<file path="config.mk">
export PLATFORM = sky130hd
export DESIGN_NAME = lane_test_gen
export DESIGN_NICKNAME = d
export VERILOG_FILES = /design/src/rtl/lane_test_pkg.sv /design/src/rtl/ltg_toggle.sv /design/src/rtl/ltg_prbs.sv /design/src/rtl/ltg_word_ser.sv /design/src/rtl/lane_test_gen.sv
export SDC_FILE = /design/constraint.sdc
export NUM_CORES = 1
export LEC_CHECK = 0
export BUFFER_PORTS_ARGS = -buffer_cell sky130_fd_sc_hd__clkbuf_2
export CORE_MARGIN = 2
export CORE_UTILIZATION = 56
export DETAILED_ROUTE_END_ITERATION = 16
export GPL_TIMING_DRIVEN = 1
export HOLD_SLACK_MARGIN = 0.08
export PLACE_DENSITY = 0.82
export SLEW_MARGIN = 40
export SYNTH_ARGS = -nofsm -noshare
export SYNTH_HDL_FRONTEND = slang
export SYNTH_SLANG_ARGS = --single-unit
</file>
<file path="constraint.sdc">
create_clock -name clk -period 2.8 [get_ports clk]
set_input_delay 0.56 -clock clk [delete_from_list [all_inputs] [get_ports clk]]
set_output_delay 0.56 -clock clk [all_outputs]
set_load 0.01 [all_outputs]
</file>
<file path="src/rtl/lane_test_pkg.sv">
package lane_test_pkg;
    localparam int CTRL_W       = 8;
    localparam int CTRL_EN_BIT  = 7;
    localparam int CTRL_MODE_LO = 4;
    localparam int MODE_W       = 3;

    typedef enum logic [MODE_W-1:0] {
        PAT_LOW      = 3'd0,
        PAT_HIGH     = 3'd1,
        PAT_BIT_SQ   = 3'd2,
        PAT_PIX_SQ   = 3'd3,
        PAT_PRBS     = 3'd4,
        PAT_COUNT    = 3'd5,
        PAT_SPARE6   = 3'd6,
        PAT_SPARE7   = 3'd7
    } pat_mode_e;
endpackage

</file>
<file path="src/rtl/ltg_toggle.sv">
module ltg_toggle (
    input  logic clk,
    input  logic rst_n,
    input  logic restart_i,
    input  logic step_i,
    output logic level_o
);
    typedef struct packed {
        logic lvl;
    } tog_t;

    tog_t st_d, st_q;
    logic eff;

    always_comb begin
        eff     = restart_i ? 1'b0 : st_q.lvl;
        st_d    = st_q;
        st_d.lvl = step_i ? ~eff : eff;
        level_o = eff;
    end

    always_ff @(posedge clk or negedge rst_n) begin
        if (!rst_n) st_q <= '0;
        else        st_q <= st_d;
    end
endmodule

</file>
<file path="src/rtl/ltg_prbs.sv">
module ltg_prbs #(
    parameter int          WIDTH = 9,
    parameter int          TAP   = 5,
    parameter logic [WIDTH-1:0] SEED = '1
) (
    input  logic clk,
    input  logic rst_n,
    input  logic restart_i,
    input  logic step_i,
    output logic bit_o
);
    typedef struct packed {
        logic [WIDTH-1:0] sr;
    } lfsr_t;

    lfsr_t st_d, st_q;
    logic [WIDTH-1:0] eff;

    always_comb begin
        eff   = restart_i ? SEED : st_q.sr;
        st_d  = st_q;
        st_d.sr = step_i ? {eff[WIDTH-2:0], eff[WIDTH-1] ^ eff[TAP-1]} : eff;
        bit_o = eff[WIDTH-1];
    end

    always_ff @(posedge clk or negedge rst_n) begin
        if (!rst_n) st_q.sr <= SEED;
        else        st_q    <= st_d;
    end
endmodule

</file>
<file path="src/rtl/ltg_word_ser.sv">
module ltg_word_ser #(
    parameter int WORD_W = 12
) (
    input  logic clk,
    input  logic rst_n,
    input  logic restart_i,
    input  logic step_i,
    output logic bit_o
);
    localparam int IDX_W = (WORD_W > 1) ? $clog2(WORD_W) : 1;
    localparam logic [IDX_W-1:0] LAST_IDX = IDX_W'(WORD_W - 1);

    typedef struct packed {
        logic [WORD_W-1:0] cnt;
        logic [IDX_W-1:0]  idx;
    } ser_t;

    ser_t st_d, st_q;
    ser_t eff;

    always_comb begin
        eff  = restart_i ? '0 : st_q;
        st_d = eff;
        if (step_i) begin
            if (eff.idx == LAST_IDX) begin
                st_d.idx = '0;
                st_d.cnt = eff.cnt + 1'b1;
            end else begin
                st_d.idx = eff.idx + 1'b1;
            end
        end
        bit_o = eff.cnt[LAST_IDX - eff.idx];
    end

    always_ff @(posedge clk or negedge rst_n) begin
        if (!rst_n) st_q <= '0;
        else        st_q <= st_d;
    end
endmodule

</file>
<file path="src/rtl/lane_test_gen.sv">
module lane_test_gen
    import lane_test_pkg::*;
#(
    parameter int LANES  = 4,
    parameter int WORD_W = 12,
    parameter int PRBS_W = 9,
    parameter int PRBS_T = 5
) (
    input  logic               clk,
    input  logic               rst_n,
    input  logic [CTRL_W-1:0]  ctrl_i,
    input  logic [LANES-1:0]   lane_en_i,
    input  logic               bit_ce_i,
    input  logic               pix_stb_i,
    input  logic [LANES-1:0]   ser_i,
    output logic [LANES-1:0]   lane_o
);
    typedef struct packed {
        logic             en_prev;
        logic [LANES-1:0] lanes;
    } top_t;

    top_t st_d, st_q;

    logic      test_on;
    logic      restart;
    pat_mode_e mode;
    logic      bit_sq, pix_sq, prbs_bit, word_bit;
    logic      pat_bit;
    logic [LANES-1:0] lane_nxt;

    assign test_on = ctrl_i[CTRL_EN_BIT];
    assign mode    = pat_mode_e'(ctrl_i[CTRL_MODE_LO +: MODE_W]);
    assign restart = test_on & ~st_q.en_prev;

    ltg_toggle i_bit_sq (
        .clk(clk), .rst_n(rst_n), .restart_i(restart),
        .step_i(bit_ce_i), .level_o(bit_sq)
    );

    ltg_toggle i_pix_sq (
        .clk(clk), .rst_n(rst_n), .restart_i(restart),
        .step_i(pix_stb_i), .level_o(pix_sq)
    );

    ltg_prbs #(.WIDTH(PRBS_W), .TAP(PRBS_T)) i_prbs (
        .clk(clk), .rst_n(rst_n), .restart_i(restart),
        .step_i(bit_ce_i), .bit_o(prbs_bit)
    );

    ltg_word_ser #(.WORD_W(WORD_W)) i_word (
        .clk(clk), .rst_n(rst_n), .restart_i(restart),
        .step_i(bit_ce_i), .bit_o(word_bit)
    );

    always_comb begin
        unique case (mode)
            PAT_HIGH:   pat_bit = 1'b1;
            PAT_BIT_SQ: pat_bit = bit_sq;
            PAT_PIX_SQ: pat_bit = pix_sq;
            PAT_PRBS:   pat_bit = prbs_bit;
            PAT_COUNT:  pat_bit = word_bit;
            default:    pat_bit = 1'b0;
        endcase
    end

    for (genvar l = 0; l < LANES; l++) begin : g_lane
        assign lane_nxt[l] = lane_en_i[l] & (test_on ? pat_bit : ser_i[l]);
    end

    always_comb begin
        st_d         = st_q;
        st_d.en_prev = test_on;
        st_d.lanes   = lane_nxt;
    end

    always_ff @(posedge clk or negedge rst_n) begin
        if (!rst_n) st_q <= '0;
        else        st_q <= st_d;
    end

    assign lane_o = st_q.lanes;
endmodule

</file>
==> flow_metrics.env, run 1 <==
export IMPL_status="finished clean"
export IMPL_hold_worst_slack_ns=0.269
export IMPL_path_max_fanout=6
export IMPL_num_rows=20
export IMPL_tightestPinTransition_ns=0.690
export IMPL_hold_viol=0
export IMPL_wl_um=3340
export IMPL_fmax_mhz=506
export IMPL_fillers=251
export IMPL_antenna_found_initial=0
export IMPL_crit_slowest_cell="nor4_1"
export IMPL_area_delta_synth_final_pct=7.29
export IMPL_start_kind="flip-flop"
export IMPL_numCtsBuffers=5
export IMPL_drt_initial_drc_count=95
export IMPL_synthesis_area_um2=1730
export IMPL_grt_pass1_vias=1244
export IMPL_crit_required_ns=3.05
export IMPL_wl_met1_um=1460
export IMPL_post_cts_resized=0
export IMPL_ant_nets=0
export IMPL_placedCellCount=210
export IMPL_wire_per_inst_um=15.3
export IMPL_clk_path_buf_depth=2
export IMPL_die_w_um=59.7
export IMPL_hold_class="input port to async pin"
export IMPL_critPathArrivalTime_ns=2.22
export IMPL_path_clk_slew_ns=0.10
export IMPL_multi_input_area_um2=832
export IMPL_max_cap_violations=0
export IMPL_post_place_ws_ns=0.564
export IMPL_skew_ns=0.0115
export IMPL_via_per_inst=5.84
export IMPL_fin_util=0.620
export IMPL_synth_main_ff_cell="dfrtp_1"
export IMPL_antennaDiodeCount=0
export IMPL_drc_errors=0
export IMPL_stdcell_area_um2=1860
export IMPL_coreArea_um2=3000
export IMPL_final_cells=218
export IMPL_synth_top_area_share=0.332
export IMPL_tritoncts="built"
export IMPL_overflow=0
export IMPL_critPathKind="flip-flop to flip-flop"
export IMPL_setup_tns_ns=0
export IMPL_finalCritPeriodShare=0.705
export IMPL_synth_net_count=190
export IMPL_finalSetupViolCount=0
export IMPL_cts_hold_buf=0
export IMPL_final_setup_worst_slack_ns=0.825
export IMPL_p_leak_nw=0.832
export IMPL_ys_warn_count=0
export IMPL_grt_pass1_wl_um=5550
export IMPL_die_h_um=59.7
export IMPL_placedInstanceArea_um2=1810
export IMPL_p_per_area_nw_per_um2=576
export IMPL_num_vias=1273
export IMPL_cts_root_buf="clkbuf_4"
export IMPL_maxSlewHeadroom=0.540
export IMPL_ys_async_sr_fraction=1.00
export IMPL_met2_length_um=1750
export IMPL_irDropWorstVdd_uv=340
export IMPL_end_kind="flip-flop"
export IMPL_cts_setup_buffers=0
export IMPL_start_util=0.577
export IMPL_grt_util_all_layers=0.209
export IMPL_p_total_mw=1.07
export IMPL_avgSynthCellArea_um2=10.3
export IMPL_finalCriticalPeriod_ns=1.97
export IMPL_synth_edf_count=0
export IMPL_clk_latency_ns=0.32
export IMPL_cts_sinks=32
export IMPL_yosys_area_top_type="dfrtp_1"
export IMPL_dpl_hpwl_um=2420
export IMPL_cp_cell_sequence="nand2b_1 -> and2_1 -> ha_1 -> nand3_1 -> nor4_1 -> mux2i_1"
export IMPL_max_stage_delay_ns=0.44
export IMPL_wl_met3_um=92
export IMPL_die_area_um2=3560
export IMPL_ff_latch_area_um2=812
export IMPL_yosysUniqueCellTypes=40
export IMPL_rsz0062_at_grt="no"
export IMPL_syn_inst=168
export IMPL_gp_congestion=0.880
export IMPL_dr_pass1_iters=4
export IMPL_htreeDepth=2
export IMPL_ios=24
export IMPL_slew_violations=0
export IMPL_ys_ff_latch=32
export IMPL_port_buffers=19
export IMPL_seq_area_frac_synth=0.468
export IMPL_grt_max_degree=33
export IMPL_layout_nets=206
export IMPL_layout_drive_gt1_share=0.249
export IMPL_topRoutingLayerUsed="met4"
export IMPL_synth_area_top_cells="dfrtp_1 (33%), dfstp_2 (14%), mux2i_1 (8.7%)"
[cells in the final DEF, fill, tap and decap left out, types with 4 or more instances in the layout]
master and count:
a21oi_1 10, and2_1 4, clkbuf_2 18, clkbuf_4 5
dfrtp_1 23, dfstp_2 9, mux2i_1 15, nand2_1 25
nand3_1 4, nand4_1 4, nor2_1 5, nor2b_1 4
o21ai_0 7, xnor2_1 5
[state kept, by name, summed over array words and instances (netlist names)]
name,cells
i_bit_sq.st_q,1
i_pix_sq.st_q,1
i_prbs.st_q,9
i_word.st_q,16
lane_o,4
st_q,1
[worst max-delay path, delay by kind of cell (launching register included)]
family / cells / cell delay [ns]
AND/OR/NAND/NOR: 4 / 0.99
adder cells (fa/ha/maj): 1 / 0.31
multiplexers: 1 / 0.24
flip-flops: 1 / 0.37
[cell type report]
type | count | share of cell area
tap | 33 | 0.0222
clock buffer | 7 | 0.0242
timing repair buffer | 22 | 0.0632
multi-input combinational | 121 | 0.447
inverter | 2 | 0.00403
sequential | 32 | 0.436
clock inverter | 1 | 0.00269
[where the power goes]
group          total (mW)  internal, mW  leakage (nW)  switching, mW
clock               0.242        0.0978        0.0293          0.145
sequential          0.594         0.522         0.399         0.0726
combinational       0.236         0.123         0.404          0.113
total                1.07         0.742         0.832          0.330
[routing by layer]
metal  up-vias  global-route usage
met1       617               0.267
met5         -                   0
met3         6              0.0563
li1        626                   -
met2        24               0.332
met4         0              0.0889
[cells in the mapped netlist (2+ instances only)]
library cell	number
nand2_1	25
dfrtp_1	23
mux2i_1	15
a21oi_1	10
dfstp_2	9
buf_4	7
o21ai_0	7
clkbuf_1	5
nor2_1	5
xnor2_1	5
and2_1	4
nand3_1	4
nand4_1	4
nor2b_1	4
and3_1	3
nand2b_1	3
o41ai_1	3
xor2_1	3
ha_1	2
inv_1	2
mux2_2	2
nor3_1	2
o22ai_1	2
o311ai_0	2
or3_1	2
[cells by family after synthesis]
logic type               synth area share
flip-flops                          0.468
buffers and inverters              0.0520
AND/OR/NAND/NOR                     0.205
multiplexers                        0.113
adder cells (fa/ha/maj)            0.0144
AO/OA/AOI/OAI                       0.108
XOR/XNOR                           0.0404
[path summary, 6_finish.rpt]
path / slack (ns) / startpoint / endpoint / cells after the start
setup / recovery: 0.83 / st_q[4] / i_word.st_q[15] / 6
hold / removal: 0.27 / rst_n / i_word.st_q[13] / 1
setup reg to reg: 0.83 / st_q[4] / i_word.st_q[15] / 6
hold reg to reg: 0.54 / i_word.st_q[12] / i_word.st_q[12] / 1
max in group asynchronous: 2.08 / rst_n / st_q[4] / 1
min in group clk: 0.43 / pix_stb_i / i_pix_sq.st_q / 2
No activity file was read; power rests on OpenSTA's default activity.
==> run 2: changes to the inputs <==
==> constraint.sdc (replaced) <==
create_clock -name clk -period 2 [get_ports clk]
set_input_delay 0.4 -clock clk [delete_from_list [all_inputs] [get_ports clk]]
set_output_delay 0.4 -clock clk [all_outputs]
set_load 0.01 [all_outputs]
==> run 2 against run 1 <==
Net effect:
- sequential power grew 37%
- hold slack lost 0.18 ns
- utilization increased by 1.6 points
- global-route usage grew 1.3 points
- clock power grew 59%
- cell area increased by 2.6%
- register-to-register slack got worse by 0.67 ns
- power grew 46%
- final cell count is 1.8% higher
- critical path depth did not move
- critical path type unchanged
==> flow_metrics.env, run 2 (synthesized netlist as in run 1, its figures left out) <==
export IMPL_status="finished clean"
export IMPL_maxSlewHeadroom=0.549
export IMPL_die_h_um=59.7
export IMPL_tritoncts="built"
export IMPL_gp_congestion=0.827
export IMPL_finalCriticalPeriod_ns=1.85
export IMPL_grt_pass1_vias=1318
export IMPL_grt_max_degree=33
export IMPL_start_kind="flip-flop"
export IMPL_fillers=241
export IMPL_drt_initial_drc_count=69
export IMPL_finalSetupViolCount=0
export IMPL_drc_errors=0
export IMPL_wl_um=3350
export IMPL_num_vias=1257
export IMPL_port_buffers=19
export IMPL_ant_nets=0
export IMPL_rsz0062_at_grt="no"
export IMPL_hold_worst_slack_ns=0.0863
export IMPL_ios=24
export IMPL_reg2reg_depth=6
export IMPL_die_w_um=59.7
export IMPL_overflow=0
export IMPL_dr_pass1_iters=4
export IMPL_wire_per_inst_um=15.1
export IMPL_cp_cell_sequence="nand2b_4 -> and2_1 -> ha_1 -> nand4_4 -> or4_1 -> a21oi_1"
export IMPL_skew_ns=0.00743
export IMPL_max_stage_delay_ns=0.50
export IMPL_hold_viol=0
export IMPL_finalCritPeriodShare=0.924
export IMPL_numCtsBuffers=5
export IMPL_p_per_area_nw_per_um2=821
export IMPL_grt_util_all_layers=0.222
export IMPL_slew_violations=0
export IMPL_tightestPinTransition_ns=0.677
export IMPL_largest_register="i_word.st_q"
export IMPL_p_leak_nw=0.859
export IMPL_cts_sinks=32
export IMPL_critPathKind="flip-flop to flip-flop"
export IMPL_layout_nets=210
export IMPL_crit_required_ns=2.27
export IMPL_path_max_fanout=6
export IMPL_via_per_inst=5.66
export IMPL_antennaDiodeCount=0
export IMPL_grt_pass1_wl_um=5760
export IMPL_end_kind="flip-flop"
export IMPL_largest_reg_flops=16
export IMPL_layout_common_cells="nand2_1 (25), dfrtp_1 (23), clkbuf_2 (18)"
export IMPL_crit_slowest_cell="or4_1"
export IMPL_fmax_mhz=541
export IMPL_die_area_um2=3560
export IMPL_htreeDepth=2
export IMPL_hold_class="input port to async pin"
export IMPL_clk_path_buf_depth=2
export IMPL_path_clk_slew_ns=0.10
export IMPL_final_common_cell="nand2_1"
export IMPL_critPathArrivalTime_ns=2.11
export IMPL_layout_drive_gt1_share=0.275
export IMPL_clk_latency_ns=0.34
export IMPL_cts_root_buf="clkbuf_4"
export IMPL_area_delta_synth_final_pct=10.1
export IMPL_coreArea_um2=3000
export IMPL_setup_tns_ns=0
export IMPL_start_util=0.577
export IMPL_cts_hold_buf=0
export IMPL_antenna_found_initial=0
export IMPL_max_cap_violations=0
export IMPL_dpl_hpwl_um=2430
export IMPL_num_rows=20
export IMPL_irDropWorstVdd_uv=524
[run 2: critical path, delay by kind of cell, from the launching register on]
kind,cells,cell delay [ns]
AOI/OAI and AO/OA,1,0.19
adders and majority gates,1,0.23
DFF,1,0.37
and+or+nand+nor,4,0.99
[run 2: final cells by class]
cell class | count | area (um2) | share of cell area
clock buffers | 8 | 58.8 | 0.0308
flip-flops and latches | 32 | 812 | 0.425
inverters | 2 | 7.51 | 0.00393
well taps | 33 | 41.3 | 0.0216
multi-input cells | 121 | 842 | 0.441
repair buffers | 26 | 148 | 0.0773
[run 2: final timing paths]
path                           startpoint         endpoint  slack (ns)
setup / recovery                  st_q[4]  i_word.st_q[14]        0.15
hold / removal                      rst_n  i_word.st_q[11]        0.09
setup reg to reg                  st_q[4]  i_word.st_q[14]        0.15
hold reg to reg            i_word.st_q[9]   i_word.st_q[9]        0.52
max in group asynchronous           rst_n          st_q[4]        1.47
min in group clk                pix_stb_i    i_pix_sq.st_q        0.26
[run 2: stage by stage]
step	area [um2]	std cells	total power, mW	utilization	setup WS [ns]
2_1_floorplan	1750	168	1.12	-	0.00131
3_3_place_gp	1850	214	1.17	0.615	0.114
3_5_place_dp	1850	214	1.20	0.615	0.0457
4_1_cts	1910	222	1.58	0.635	0.154
5_1_grt	1910	222	1.67	0.636	0.0426
6_report	1910	222	1.57	0.636	0.152
[run 2: report_power, final]
| group | internal [mW] | leakage, nW | switching [mW] |
|---|---|---|---|
| Combinational | 0.191 | 0.428 | 0.178 |
| Clock | 0.173 | 0.0326 | 0.211 |
| Sequential | 0.731 | 0.399 | 0.0841 |
| Total | 1.09 | 0.859 | 0.474 |
[run 2: timing repair]
item                       4_1_cts  5_1_grt
buffers inserted                 0        0
gates resized for setup          0        1
setup endpoints to repair        0        1
[run 2: metal layers]
layer / vias up / routed length, um / global-route usage
met1: 600 / 1430 / 0.258
met4: 0 / 57 / 0.117
li1: 629 / - / -
met2: 23 / 1740 / 0.379
met5: - / 0 / 0
met3: 5 / 119 / 0.0498
==> run 3: changes to the inputs <==
--- a/config.mk
+++ b/config.mk
@@ -7,11 +7,11 @@
 export LEC_CHECK = 0
 export BUFFER_PORTS_ARGS = -buffer_cell sky130_fd_sc_hd__clkbuf_2
 export CORE_MARGIN = 2
-export CORE_UTILIZATION = 56
+export CORE_UTILIZATION = 51
 export DETAILED_ROUTE_END_ITERATION = 16
 export GPL_TIMING_DRIVEN = 1
 export HOLD_SLACK_MARGIN = 0.08
-export PLACE_DENSITY = 0.82
+export PLACE_DENSITY = 0.79
 export SLEW_MARGIN = 40
 export SYNTH_ARGS = -nofsm -noshare
 export SYNTH_HDL_FRONTEND = slang
==> constraint.sdc (replaced) <==
create_clock -name clk -period 1.5 [get_ports clk]
set_input_delay 0.3 -clock clk [delete_from_list [all_inputs] [get_ports clk]]
set_output_delay 0.3 -clock clk [all_outputs]
set_load 0.01 [all_outputs]
==> run 3 against run 2 <==
Net effect:
- the flow now finishes with violations (setup timing)
- register-to-register slack worse by 0.38 ns
- non-clock buffer count up 19
- via count up 13%
- critical path depth up 1
- sequential share of layout area down 5.9 points
- final cell count up 14%
- power up 48%
- combinational power up 110%
- highest routed layer unchanged
==> flow_metrics.env, run 3 (synthesized netlist as in run 1, its figures left out) <==
export IMPL_largest_reg_flops=16
export IMPL_drc_errors=0
export IMPL_max_cap_violations=0
export IMPL_ff_latch_area_um2=812
export IMPL_layout_common_cells="nand2_1 (24), dfrtp_1 (23), buf_4 (20)"
export IMPL_grt_util_met2=0.429
export IMPL_antennaDiodeCount=0
export IMPL_placedCellCount=242
export IMPL_finalCritPeriodShare=1.16
export IMPL_maxSlewHeadroom=0.731
export IMPL_pwr_share_clk=0.206
export IMPL_gp_congestion=0.933
export IMPL_clk_latency_ns=0.35
export IMPL_path_max_fanout=6
export IMPL_final_cells=254
export IMPL_use_met3=0.0507
export IMPL_whs_path_depth=2
export IMPL_layout_nets=229
export IMPL_skew_ns=0.0198
export IMPL_crit_required_ns=1.72
export IMPL_ios=24
export IMPL_rr_startpoint="st_q[4]"
export IMPL_pwr_share_seq=0.456
export IMPL_path_clk_slew_ns=0.11
export IMPL_start_util=0.524
export IMPL_end_kind="flip-flop"
export IMPL_p_switching_mw=0.732
export IMPL_finalSetupViolCount=14
export IMPL_numCtsBuffers=5
export IMPL_num_rows=21
export IMPL_swShare=0.315
export IMPL_grt_util_all_layers=0.231
export IMPL_hold_viol=0
export IMPL_critPathKind="flip-flop to flip-flop"
export IMPL_p_leak_nw=0.989
export IMPL_setup_tns_ns=-1.56
export IMPL_overflow=0
export IMPL_cts_root_buf="clkbuf_4"
export IMPL_htreeDepth=2
export IMPL_coreArea_um2=3310
export IMPL_fmax_mhz=577
export IMPL_die_area_um2=3880
export IMPL_tritoncts="built"
export IMPL_wl_um=4160
export IMPL_status="finished with violations"
export IMPL_grt_pass1_wl_um=6900
export IMPL_p_per_area_nw_per_um2=1050
export IMPL_critPathArrivalTime_ns=1.95
export IMPL_dpl_hpwl_um=2740
export IMPL_cts_sinks=32
export IMPL_ant_nets=0
export IMPL_fillers=288
export IMPL_worstHoldStart="pix_stb_i"
export IMPL_gr_max_usage_layer="met2"
export IMPL_die_h_um=62.3
export IMPL_p_total_mw=2.32
export IMPL_slew_violations=0
export IMPL_dr_pass1_iters=4
export IMPL_start_kind="flip-flop"
export IMPL_largest_register="i_word.st_q"
export IMPL_layout_drive_gt1_share=0.438
export IMPL_port_buffers=19
export IMPL_failed_checks="setup timing"
export IMPL_via_per_inst=5.60
export IMPL_reg2reg_slack_ns=-0.23
export IMPL_final_setup_worst_slack_ns=-0.233
export IMPL_irDropWorstVdd_uv=605
export IMPL_drt_initial_drc_count=119
export IMPL_hold_class="input port to flip-flop"
export IMPL_rsz0062_at_grt="yes"
export IMPL_reg2reg_depth=7
export IMPL_grtUsageMet1=0.242
export IMPL_tightestPinTransition_ns=0.403
export IMPL_final_common_cell="nand2_1"
export IMPL_antenna_found_initial=0
export IMPL_clk_path_buf_depth=2
export IMPL_finalCriticalPeriod_ns=1.73
export IMPL_min_to="i_pix_sq.st_q"
export IMPL_grt_max_degree=33
export IMPL_wire_per_inst_um=16.4
export IMPL_p_comb_frac=0.338
export IMPL_num_vias=1422
export IMPL_grt_pass1_vias=1534
export IMPL_reg2reg_to="lane_o[1]"
export IMPL_multi_input_area_um2=980
export IMPL_intPower_mw=1.59
export IMPL_area_delta_synth_final_pct=27.9
export IMPL_die_w_um=62.3
-- run 3: layer usage --
metal  part of all wire  up-vias
li1                   -      672
met5                  0        -
met4              0.038        0
met2               0.54       36
met1               0.39      696
met3              0.033       18
-- run 3: cell type report --
class | instances | share of cell area
inverter | 2 | 0.00338
tap | 46 | 0.0259
clock inverter | 1 | 0.00226
sequential | 32 | 0.366
multi-input combinational | 121 | 0.442
timing repair buffer | 45 | 0.140
clock buffer | 7 | 0.0203
-- run 3: repair_timing --
action	CTS	global route
pin swaps	1	6
hold endpoints to repair	23	0
endpoints found under the setup margin	14	15
setup buffers	2	1
hold buffers	1	0
resized for setup	17	13
-- run 3: power by group through the flow --
stage	Combinational [mW]	Sequential, mW	Clock [mW]
final	0.786	1.06	0.479
after global routing	0.854	1.07	0.534
after CTS	0.710	1.06	0.496
after detailed placement	0.651	1.07	0
after global placement	0.624	1.06	0
after floorplan	0.507	1.03	0
-- run 3: stage by stage --
stage | hold WS [ns] | util | worst slack [ns] | instance area, um2
global placement | 0.328 | 0.604 | -0.183 | 2000
CTS | 0.121 | 0.649 | -0.152 | 2150
detailed placement | 0.339 | 0.604 | -0.219 | 2000
finish | 0.127 | 0.670 | -0.233 | 2220
floorplan | 0.00441 | - | -0.355 | 1780
global route | 0.118 | 0.670 | -0.264 | 2220
-- run 3: how the worst max path moves through the flow --
stage	from	endpoint	slack (ns)	depth (start not counted)
after floorplan	st_q[4]	lane_o[0]	-0.36	9
after global placement	ctrl_i[7]	i_word.st_q[14]	-0.18	7
after detailed placement	ctrl_i[7]	i_word.st_q[14]	-0.22	7
after CTS	st_q[4]	lane_o[2]	-0.15	7
after global routing	st_q[4]	lane_o[1]	-0.26	7
final	st_q[4]	lane_o[1]	-0.23	7
-- run 3: worst max-delay path, cell delays in order, from the launching register on --
cell	delay, ns
dfrtp_1	0.39
nand2b_4	0.18
and2_4	0.15
ha_4	0.21
nor2b_1	0.12
and4_4	0.17
a211oi_4	0.23
a21oi_1	0.14
